### config.mk
export PLATFORM = sky130hd
export DESIGN_NAME = hz_ctrl
export DESIGN_NICKNAME = d
export VERILOG_FILES = /design/src/rtl/hz_pkg.sv /design/src/rtl/hz_src_decode.sv /design/src/rtl/hz_dest_mask.sv /design/src/rtl/hz_branch_ctrl.sv /design/src/rtl/hz_ctrl.sv
export SDC_FILE = /design/constraint.sdc
export NUM_CORES = 1
export LEC_CHECK = 0
export ABC_AREA = 0
export CORE_ASPECT_RATIO = 2
export CORE_MARGIN = 1.5
export CORE_UTILIZATION = 50
export DETAILED_ROUTE_END_ITERATION = 12
export PLACE_DENSITY = 0.87
export REMOVE_ABC_BUFFERS = 1
export SYNTH_ARGS = -nofsm -noshare
export SYNTH_HDL_FRONTEND = slang
export SYNTH_SLANG_ARGS = --single-unit
### constraint.sdc
create_clock -name vclk -period 6.5
set_input_delay 1.3 -clock vclk [all_inputs]
set_output_delay 1.3 -clock vclk [all_outputs]
set_load 0.005 [all_outputs]
### src/rtl/hz_pkg.sv
// Package: shared types for the pipeline hazard controller.
// Assumes a register file of 2**REG_W entries with entry 0 hardwired to zero.
package hz_pkg;

    // Decode-stage instruction class; selects which sources are compared.
    typedef enum logic [2:0] {
        CL_NONE   = 3'd0,  // no register source (nop, lui)
        CL_REG2   = 3'd1,  // two-register ALU
        CL_IMM    = 3'd2,  // immediate ALU, reads rs
        CL_LOAD   = 3'd3,  // load, reads base rs
        CL_STORE  = 3'd4,  // store, reads base rs and data rt
        CL_BRANCH = 3'd5,  // compare branch, reads rs and rt
        CL_SHIFT  = 3'd6,  // shift by amount, reads rt
        CL_MUL    = 3'd7   // multiply, reads rs and rt
    } iclass_e;

    // Bundle of the pipeline control outputs.
    typedef struct packed {
        logic stall;
        logic pc_hold;
        logic ifid_flush;
        logic idex_bubble;
        logic pc_target;
    } ctl_t;

endpackage

### src/rtl/hz_src_decode.sv
// Module: hz_src_decode
// Turns the decode-stage class code into "source A used", "source B used"
// and "is a branch" flags. Assumes an invalid slot uses no sources.
module hz_src_decode
    import hz_pkg::*;
(
    input  logic    valid,
    input  iclass_e cls,
    output logic    use_a,
    output logic    use_b,
    output logic    is_branch
);

    // Source-use table per class.
    always_comb begin
        use_a     = 1'b0;
        use_b     = 1'b0;
        is_branch = 1'b0;
        if (valid) begin
            unique case (cls)
                CL_NONE:   begin use_a = 1'b0; use_b = 1'b0; end
                CL_REG2:   begin use_a = 1'b1; use_b = 1'b1; end
                CL_IMM:    begin use_a = 1'b1; use_b = 1'b0; end
                CL_LOAD:   begin use_a = 1'b1; use_b = 1'b0; end
                CL_STORE:  begin use_a = 1'b1; use_b = 1'b1; end
                CL_BRANCH: begin use_a = 1'b1; use_b = 1'b1; is_branch = 1'b1; end
                CL_SHIFT:  begin use_a = 1'b0; use_b = 1'b1; end
                CL_MUL:    begin use_a = 1'b1; use_b = 1'b1; end
                default:   begin use_a = 1'b0; use_b = 1'b0; end
            endcase
        end
    end

endmodule

### src/rtl/hz_dest_mask.sv
// Module: hz_dest_mask
// Expands one older stage's destination into a one-hot (or two-hot for a
// multiply pair) mask of pending registers. Entry 0 is never pending.
// Assumes NREG == 2**REG_W so that rd+1 wraps naturally.
module hz_dest_mask #(
    parameter int NREG  = 32,
    parameter int REG_W = $clog2(NREG)
) (
    input  logic             clk,
    input  logic             rst_n,
    input  logic             valid,
    input  logic             wen,
    input  logic             pair,
    input  logic [REG_W-1:0] rd,
    output logic [NREG-1:0]  mask
);

    logic             writes;
    logic [REG_W-1:0] rd_next;

    // Stage writes the register file at all.
    assign writes  = valid & wen;
    // Second register of a multiply pair, wrapping modulo NREG.
    assign rd_next = rd + REG_W'(1);

    // One mask bit per architectural register.
    for (genvar i = 0; i < NREG; i++) begin : g_bit
        if (i == 0) begin : g_zero
            assign mask[i] = 1'b0;
        end else begin : g_reg
            assign mask[i] = writes &
                             ((rd == REG_W'(i)) | (pair & (rd_next == REG_W'(i))));
        end
    end

    AST_PAIR_BOUND: assert property (@(posedge clk) disable iff (!rst_n)
        $countones(mask) <= 2) else $error("pending mask wider than a pair");

    AST_IDLE_EMPTY: assert property (@(posedge clk) disable iff (!rst_n)
        !(valid && wen) |-> (mask == '0)) else $error("idle stage marks a register");

endmodule

### src/rtl/hz_branch_ctrl.sv
// Module: hz_branch_ctrl
// Merges the data-hazard flag with branch handling into the pipeline controls.
// Priority: a taken branch in execute wins, then a data hazard, then a branch
// in decode (freeze fetch and discard the slot behind it).
module hz_branch_ctrl
    import hz_pkg::*;
(
    input  logic clk,
    input  logic rst_n,
    input  logic dep,          // decode source matches a pending register
    input  logic id_branch,    // decode holds a valid branch
    input  logic ex_valid,
    input  logic ex_branch,
    input  logic ex_taken,
    output ctl_t ctl
);

    logic redirect;
    logic hazard;
    logic freeze;

    // Execute resolves a taken branch this cycle.
    assign redirect = ex_valid & ex_branch & ex_taken;
    // Data hazard matters only when the decode slot survives.
    assign hazard   = dep & ~redirect;
    // Branch in decode moves on; fetch freezes behind it.
    assign freeze   = id_branch & ~dep & ~redirect;

    // Control output assembly, gated by reset.
    always_comb begin
        ctl = '0;
        if (rst_n) begin
            ctl.stall       = hazard;
            ctl.pc_hold     = hazard | freeze;
            ctl.ifid_flush  = redirect | freeze;
            ctl.idex_bubble = hazard | redirect;
            ctl.pc_target   = redirect;
        end
    end

    AST_STALL_BUBBLES: assert property (@(posedge clk) disable iff (!rst_n)
        ctl.stall |-> (ctl.idex_bubble && ctl.pc_hold)) else $error("stall without bubble");

    AST_STALL_NO_FLUSH: assert property (@(posedge clk) disable iff (!rst_n)
        ctl.stall |-> !ctl.ifid_flush) else $error("stalled slot flushed");

    AST_TARGET_NOT_HELD: assert property (@(posedge clk) disable iff (!rst_n)
        ctl.pc_target |-> (!ctl.pc_hold && ctl.ifid_flush)) else $error("redirect held");

    AST_NOTTAKEN_NO_REDIRECT: assert property (@(posedge clk) disable iff (!rst_n)
        (ex_branch && !ex_taken) |-> !ctl.pc_target) else $error("not-taken redirected");

endmodule

### src/rtl/hz_ctrl.sv
// Module: hz_ctrl (top)
// Stall/flush controller for a five-stage in-order pipeline without forwarding
// or prediction. Compares decode sources against destinations pending in
// execute and memory; write-back producers never stall because the register
// file writes before it reads. Outputs are combinational from the inputs.
module hz_ctrl
    import hz_pkg::*;
#(
    parameter int NREG  = 32,
    localparam int REG_W = $clog2(NREG)
) (
    input  logic             clk,
    input  logic             rst_n,
    input  logic             id_valid,
    input  logic [2:0]       id_class,
    input  logic [REG_W-1:0] id_rs,
    input  logic [REG_W-1:0] id_rt,
    input  logic             ex_valid,
    input  logic             ex_wen,
    input  logic             ex_pair,
    input  logic [REG_W-1:0] ex_rd,
    input  logic             ex_branch,
    input  logic             ex_taken,
    input  logic             mem_valid,
    input  logic             mem_wen,
    input  logic             mem_pair,
    input  logic [REG_W-1:0] mem_rd,
    output logic             stall,
    output logic             pc_hold,
    output logic             ifid_flush,
    output logic             idex_bubble,
    output logic             pc_target
);

    logic            use_a, use_b, id_branch;
    logic [NREG-1:0] ex_mask, mem_mask, pend;
    logic            dep;
    ctl_t            ctl;

    hz_src_decode u_src (
        .valid     (id_valid),
        .cls       (iclass_e'(id_class)),
        .use_a     (use_a),
        .use_b     (use_b),
        .is_branch (id_branch)
    );

    hz_dest_mask #(.NREG(NREG)) u_ex_mask (
        .clk (clk), .rst_n (rst_n),
        .valid (ex_valid), .wen (ex_wen), .pair (ex_pair), .rd (ex_rd),
        .mask (ex_mask)
    );

    hz_dest_mask #(.NREG(NREG)) u_mem_mask (
        .clk (clk), .rst_n (rst_n),
        .valid (mem_valid), .wen (mem_wen), .pair (mem_pair), .rd (mem_rd),
        .mask (mem_mask)
    );

    // Union of registers still to be written by older in-flight instructions.
    assign pend = ex_mask | mem_mask;

    // Read-after-write match on either used source.
    assign dep = (use_a & pend[id_rs]) | (use_b & pend[id_rt]);

    hz_branch_ctrl u_br (
        .clk       (clk),
        .rst_n     (rst_n),
        .dep       (dep),
        .id_branch (id_branch),
        .ex_valid  (ex_valid),
        .ex_branch (ex_branch),
        .ex_taken  (ex_taken),
        .ctl       (ctl)
    );

    // Flatten the control bundle onto the ports.
    assign stall       = ctl.stall;
    assign pc_hold     = ctl.pc_hold;
    assign ifid_flush  = ctl.ifid_flush;
    assign idex_bubble = ctl.idex_bubble;
    assign pc_target   = ctl.pc_target;

    AST_STALL_NEEDS_PRODUCER: assert property (@(posedge clk) disable iff (!rst_n)
        stall |-> ((ex_valid && ex_wen) || (mem_valid && mem_wen)))
        else $error("stall with no producer");

    AST_STALL_NEEDS_DECODE: assert property (@(posedge clk) disable iff (!rst_n)
        stall |-> id_valid) else $error("stall on empty decode");

endmodule

* Word level (Yosys, flattened, before mapping)
Index checks and enable logic that the tools add are counted.
** Word-level totals
- Logic and storage cells :: 353
- Output and inout port bits :: 5
- Input bits :: 34
- Flip-flop bits (word level) :: 0
** Operators by class
- Bitwise gates (word level) :: 202
- Multiplexer cells :: 11
- Eq/ne operators :: 131
- Add/subtract/negate cells :: 2
- $lt $le $gt $ge :: 2
- Reduce and logical (&&, ||, !) cells :: 5
** Operator list (number)
- 5-bit equality test (second input constant) :: 64
- 5-bit by 4-bit equality test with 1-bit output (second input constant) :: 32
- 1-bit bitwise AND :: 133
- 5-bit by 3-bit equality test with 1-bit output (second input constant) :: 16
- 1-bit bitwise OR :: 66
- 5-bit by 2-bit equality test with 1-bit output (second input constant) :: 8
- 32-bit bitwise OR :: 1
- 5-bit by 1-bit equality test with 1-bit output (second input constant) :: 4
- 3-bit equality test (second input constant) :: 4
- 5-bit by 6-bit < comparator with 1-bit output (second input constant) :: 2
- 5-bit by 1-bit adder with 5-bit output (second input constant) :: 2
- 1-bit binary-select mux with 5-bit select :: 2
- 3-bit by 2-bit equality test with 1-bit output (second input constant) :: 2
- 1-bit two-way mux :: 6
- 6-bit OR reduction :: 1
- 5-bit two-way mux :: 1
- 5-bit OR reduction :: 1
- 1-bit case mux with 2 select lines :: 2
- 3-bit by 1-bit equality test with 1-bit output (second input constant) :: 1
- 3-bit zero test :: 1
- 3-bit OR reduction :: 1
- 1-bit NOT :: 2
- 2-bit OR reduction :: 1

* Longest topological paths before layout
- Depth after elaboration :: 15
- Gate-level depth with buffers :: 14
- Gate-level depth less buffers :: 11

* Hierarchy
A second synthesis with hierarchy kept.
** Second synthesis, totals
- Cells, all modules :: 302
- Area, all modules :: 1914.3 um^2
** By module, submodules not included
- hz_dest_mask :: area each 488.0 um^2, seq. area each 0.0 um^2, instances 2, cells each 83
- hz_ctrl :: area each 843.3 um^2, seq. area each 0.0 um^2, instances 1, cells each 122
- hz_branch_ctrl :: area each 55.1 um^2, seq. area each 0.0 um^2, instances 1, cells each 9
- hz_src_decode :: area each 40.0 um^2, seq. area each 0.0 um^2, instances 1, cells each 5

* Least setup slack after synthesis
Ideal clock, no wire load.
- Kind :: input to output
- Start point :: in ex_rd[0]
- End point :: out ifid_flush
- Stages on the path :: 13
- Path buffers :: 2
- Required time :: 5.200 ns
- Data arrival time :: 3.797 ns
- Path slack :: 1.403 ns
- Path through :: buf_6 -> buf_2 -> nand3_1 -> nor2_1 -> ha_1 -> or4b_1 -> o32ai_1 -> nor2_1 -> mux4_2 -> o21ai_0 -> or3_1 -> a22oi_1 -> a31o_1
** On the way
- Word-level cells in the longest chain between the ends :: 15
- Elaborated cells on any way between the ends :: 169
- Classes of those cells :: 1 x add/sub; 62 x eq/ne; 5 x mux; 101 x bitwise
** RTL lines
- from (decl) :: line hz_ctrl.sv:21 : input logic [REG_W-1:0] ex_rd,
- 5-bit by 1-bit adder with 5-bit output :: line hz_dest_mask.sv:24 : assign rd_next = rd + REG_W'(1);
- 5-bit by 1-bit equality test with 1-bit output, or another cell as far along :: line hz_dest_mask.sv:32 : ((rd == REG_W'(i)) | (pair & (rd_next == REG_W'(i))));
- 1-bit bitwise AND :: line hz_dest_mask.sv:32
- 1-bit bitwise OR :: line hz_dest_mask.sv:32
- 1-bit bitwise AND :: line hz_dest_mask.sv:31 : assign mask[i] = writes &
- 32-bit bitwise OR (*) :: line hz_ctrl.sv:61 : assign pend = ex_mask | mem_mask;
- 1-bit binary-select mux with 5-bit select :: line hz_ctrl.sv:64 : assign dep = (use_a & pend[id_rs]) | (use_b & pend[id_rt]);
- 1-bit two-way mux (not written as such) :: line hz_ctrl.sv:64
- 1-bit bitwise AND :: line hz_ctrl.sv:64
- 1-bit bitwise OR (*) :: line hz_ctrl.sv:64
- 1-bit NOT (*) :: line hz_branch_ctrl.sv:27 : assign freeze = id_branch & ~dep & ~redirect;
- 1-bit bitwise AND (*) (2 in a row) :: line hz_branch_ctrl.sv:27
- 1-bit bitwise OR (*) :: line hz_branch_ctrl.sv:35 : ctl.ifid_flush = redirect | freeze;
- 5-bit two-way mux (*) :: line hz_branch_ctrl.sv:32 : if (rst_n) begin
- to (decl) :: line hz_ctrl.sv:30 : output logic ifid_flush,
Mark *: on every way between the ends. The rest lies on a longest branch, timed or not. The select of a mux whose other input is x is not followed.

* Worst setup path in the final report
- Start point :: in ex_rd[0]
- End point :: out idex_bubble
** On the way
- Word-level cells in the longest chain between the ends :: 13
- Elaborated cells on any way between the ends :: 167
- Classes of those cells :: 1 x add/sub; 62 x eq/ne; 5 x mux; 99 x bitwise
** RTL lines
- 5-bit by 1-bit adder with 5-bit output :: line hz_dest_mask.sv:24
- 5-bit by 1-bit equality test with 1-bit output, or another cell as far along :: line hz_dest_mask.sv:32
- 1-bit bitwise AND :: line hz_dest_mask.sv:32
- 1-bit bitwise OR :: line hz_dest_mask.sv:32
- 1-bit bitwise AND :: line hz_dest_mask.sv:31
- 32-bit bitwise OR (*) :: line hz_ctrl.sv:61
- 1-bit binary-select mux with 5-bit select :: line hz_ctrl.sv:64
- 1-bit two-way mux (not written as such) :: line hz_ctrl.sv:64
- 1-bit bitwise AND :: line hz_ctrl.sv:64
- 1-bit bitwise OR (*) :: line hz_ctrl.sv:64
- 1-bit bitwise AND (*) :: line hz_branch_ctrl.sv:25 : assign hazard = dep & ~redirect;
- 1-bit bitwise OR (*) :: line hz_branch_ctrl.sv:36 : ctl.idex_bubble = hazard | redirect;
- 5-bit two-way mux (*) :: line hz_branch_ctrl.sv:32
- to (decl) :: line hz_ctrl.sv:31 : output logic idex_bubble,
Marks and branches as above.

==> metrics.md <==
| Metric | Value |
|---|---|
| Worst hold path depth | `4` |
| Worst Path Arrival | `between 5 and 6 ns` |
| Synthesized area | `0.00194 sq mm` |
| Layout cells sized above 1 | `0.0929` |
| Pwr dens | `roughly 54 mW/mm^2` |
| Initial core utilization | `0.532` |
| Global route overflow | `0` |
| Syn Inst Count | `297` |
| DRT Pass-1 Iters | `5` |
| Hold Crit Class | `in -> out` |
| Die area | `between 0.004 and 0.005 sq mm` |
| Slowest stage cell, crit path | `clkdlybuf4s50_1` |
| Routed vias/inst | `about 8.0` |
| Storage cell area | `0 sq um` |
| Seq Cell Count | `0` |
| Leak | `about 0.69 nW` |
| DPL Wire Length | `roughly 6.3 mm` |
| Setup TNS | `0 ns` |
| Most frequent cells in the layout | `46 x o22ai_1, 38 x clkdlybuf4s50_1, 27 x nor2_1` |
| IO Pins | `39` |
| Status | `finished, final reports clean` |
| Cells along the critical path | `clkdlybuf4s50_1, nand3_1, nor2_1, ha_2, nand4bb_1, o22ai_1, nor4_1, nor4_1, a211oi_2, a311oi_1, a22oi_1, a21oi_1, clkdlybuf4s50_1` |
| WL/cell | `between 20 and 25 microns` |
| Startpoint types | `primary input` |
| Worst path buffer plus inverter count | `2` |
| Final Wtd Congestion | `between 1 and 1.5` |
| Synth-to-Final Area Change | `22.8%` |
| Final setup fails | `0` |
| Diode count | `0` |
| Post-route cell area | `about 0.0024 sq mm` |
| All-Layer GR Usage | `0.413` |
| Postcts setup bufs | `0` |
| Syn Area/Cell | `roughly 6.5 sq um` |
| WP depth | `13` |
| Placed cell areas | `0.00235 sq mm` |
| Peak VDD IR | `around 40 uV` |
| Crit path max fanout | `12` |
| Max incr delay on CP | `0.54 ns` |
| Seq/Total Area, Yosys | `0` |
| Placeable Area | `0.00365 sq mm` |
| Via count | `2975` |
| Hold WS | `around 3.6 ns` |
| Commonest non-fill, non-tap cell in the layout | `o22ai_1` |
| Vias in the first global route | `between 2k and 3k` |
| Crit path time final | `roughly 6.4 ns` |
| Final antenna-violating net count | `0` |
| Antenna violations before repair | `0` |
| RSZ-0062 raised after global routing | `no` |
| First-pass GRT wire length | `roughly 13 mm` |
| Fill cell count | `approximately 370` |
| Total of max-cap violations | `0` |
| Slew @ Worst Pin | `between 0.7 and 0.8 ns` |
| Yosys Warn Count | `0` |
| Row cnt | `31` |
| # DRC | `0` |
| Worst Path Required | `approximately 5.2 ns` |
| Port bufs | `38` |
| Clkbuf count | `0` |
| Crit. End Element | `primary output` |
| Slew Limit Headroom | `0.515` |
| Largest net degree at the start of global routing | `23` |
| Fmax | `around 0.16 GHz` |
| DRT Wirelength | `about 8.4 mm` |
| Top Family by Delay on Critical Path | `simple AND/OR/NAND/NOR gates` |
| Initial drt markers | `~350` |
| Die W | `roughly 47 microns` |
| Endpoints failing hold | `0` |
| PnR worst setup slack | `0.143 ns` |
| Max-slew violation count | `0` |
| Final period utilization | `0.978` |
| Synth cell types | `60` |
| Die height | `91.0 microns` |
| Crit path kind | `in -> out` |
| Pre-CTS setup slack | `0.214 ns` |
| Total power | `between 0.1 and 0.15 mW` |
| Layout net count | `between 300 and 400` |
==> layout make-up <==
cell class	instances	area [sq um]	area share
timing repair buffer	54	500	0.210
multi-input combinational	257	1770	0.745
inverter	12	45.0	0.0189
tap	49	61.3	0.0258
==> Yosys cell counts, types with 2 or more instances <==
master,count,area share
nand2_1,13,0.025
clkbuf_1,9,0.017
mux2i_1,3,0.015
o21ai_1,2,0.0052
a31oi_1,3,0.0097
a2111oi_0,3,0.014
nand4_1,5,0.016
nor3_1,23,0.059
nor4_1,12,0.039
a311oi_1,3,0.014
nand3b_1,8,0.031
or3b_1,5,0.023
a22oi_1,2,0.0077
o22ai_1,46,0.15
a21oi_1,9,0.023
o32ai_2,2,0.017
nand4bb_1,7,0.041
nor2b_1,2,0.0065
nand2b_1,4,0.013
nand4b_1,12,0.054
inv_1,11,0.021
or3_1,2,0.0065
o32ai_1,7,0.032
buf_2,13,0.034
ha_1,4,0.026
nor2_1,27,0.052
buf_4,4,0.015
o21ai_0,8,0.021
a211oi_1,5,0.019
o211ai_1,4,0.015
o2111ai_1,2,0.0090
nand3_1,9,0.023
==> worst paths after layout <==
check / startpoint / end / slack [ns]
worst min-delay path: rst_n / idex_bubble / 3.63
worst max-delay path: ex_rd[0] / idex_bubble / 0.14
==> metal layers <==
metal | wire length [microns] | GRT usage | vias to the layer above
li1 | - | - | 1287
met1 | 2700 | 0.456 | 1295
met2 | 4000 | 0.651 | 286
met3 | 859 | 0.119 | 107
met4 | 857 | 0.250 | 0
met5 | 0 | 0 | -
==> logic make-up after synthesis <==
kind of cell,Yosys count,synth area share
adders and majority gates,4,0.0258
AOI/OAI and AO/OA,108,0.393
buffers and inverters,40,0.0981
xor gates and xnor gates,1,0.00452
muxes,4,0.0271
and+or+nand+nor,140,0.451
==> report_power, final <==
part / switching, mW / internal [mW] / total (mW)
Sequential: 0 / 0 / 0
Clock: 0 / 0 / 0
Combinational: 0.0743 / 0.0546 / 0.129
Total: 0.0743 / 0.0546 / 0.129
==> through the flow <==
| stage | utilization | cells |
|---|---|---|
| after floorplan | - | 269 |
| after global placement | 0.646 | 372 |
| after detailed placement | 0.646 | 372 |
| after CTS | 0.646 | 372 |
| after global routing | 0.653 | 372 |
| final | 0.653 | 372 |
==> timing repair <==
| action | CTS | global route |
|---|---|---|
| endpoints found under the hold margin | 0 | 0 |
| hold buffers | 0 | 0 |
| setup endpoints to repair | 0 | 4 |
| resized for setup | 0 | 6 |
Power figures use the tool's default switching activity.
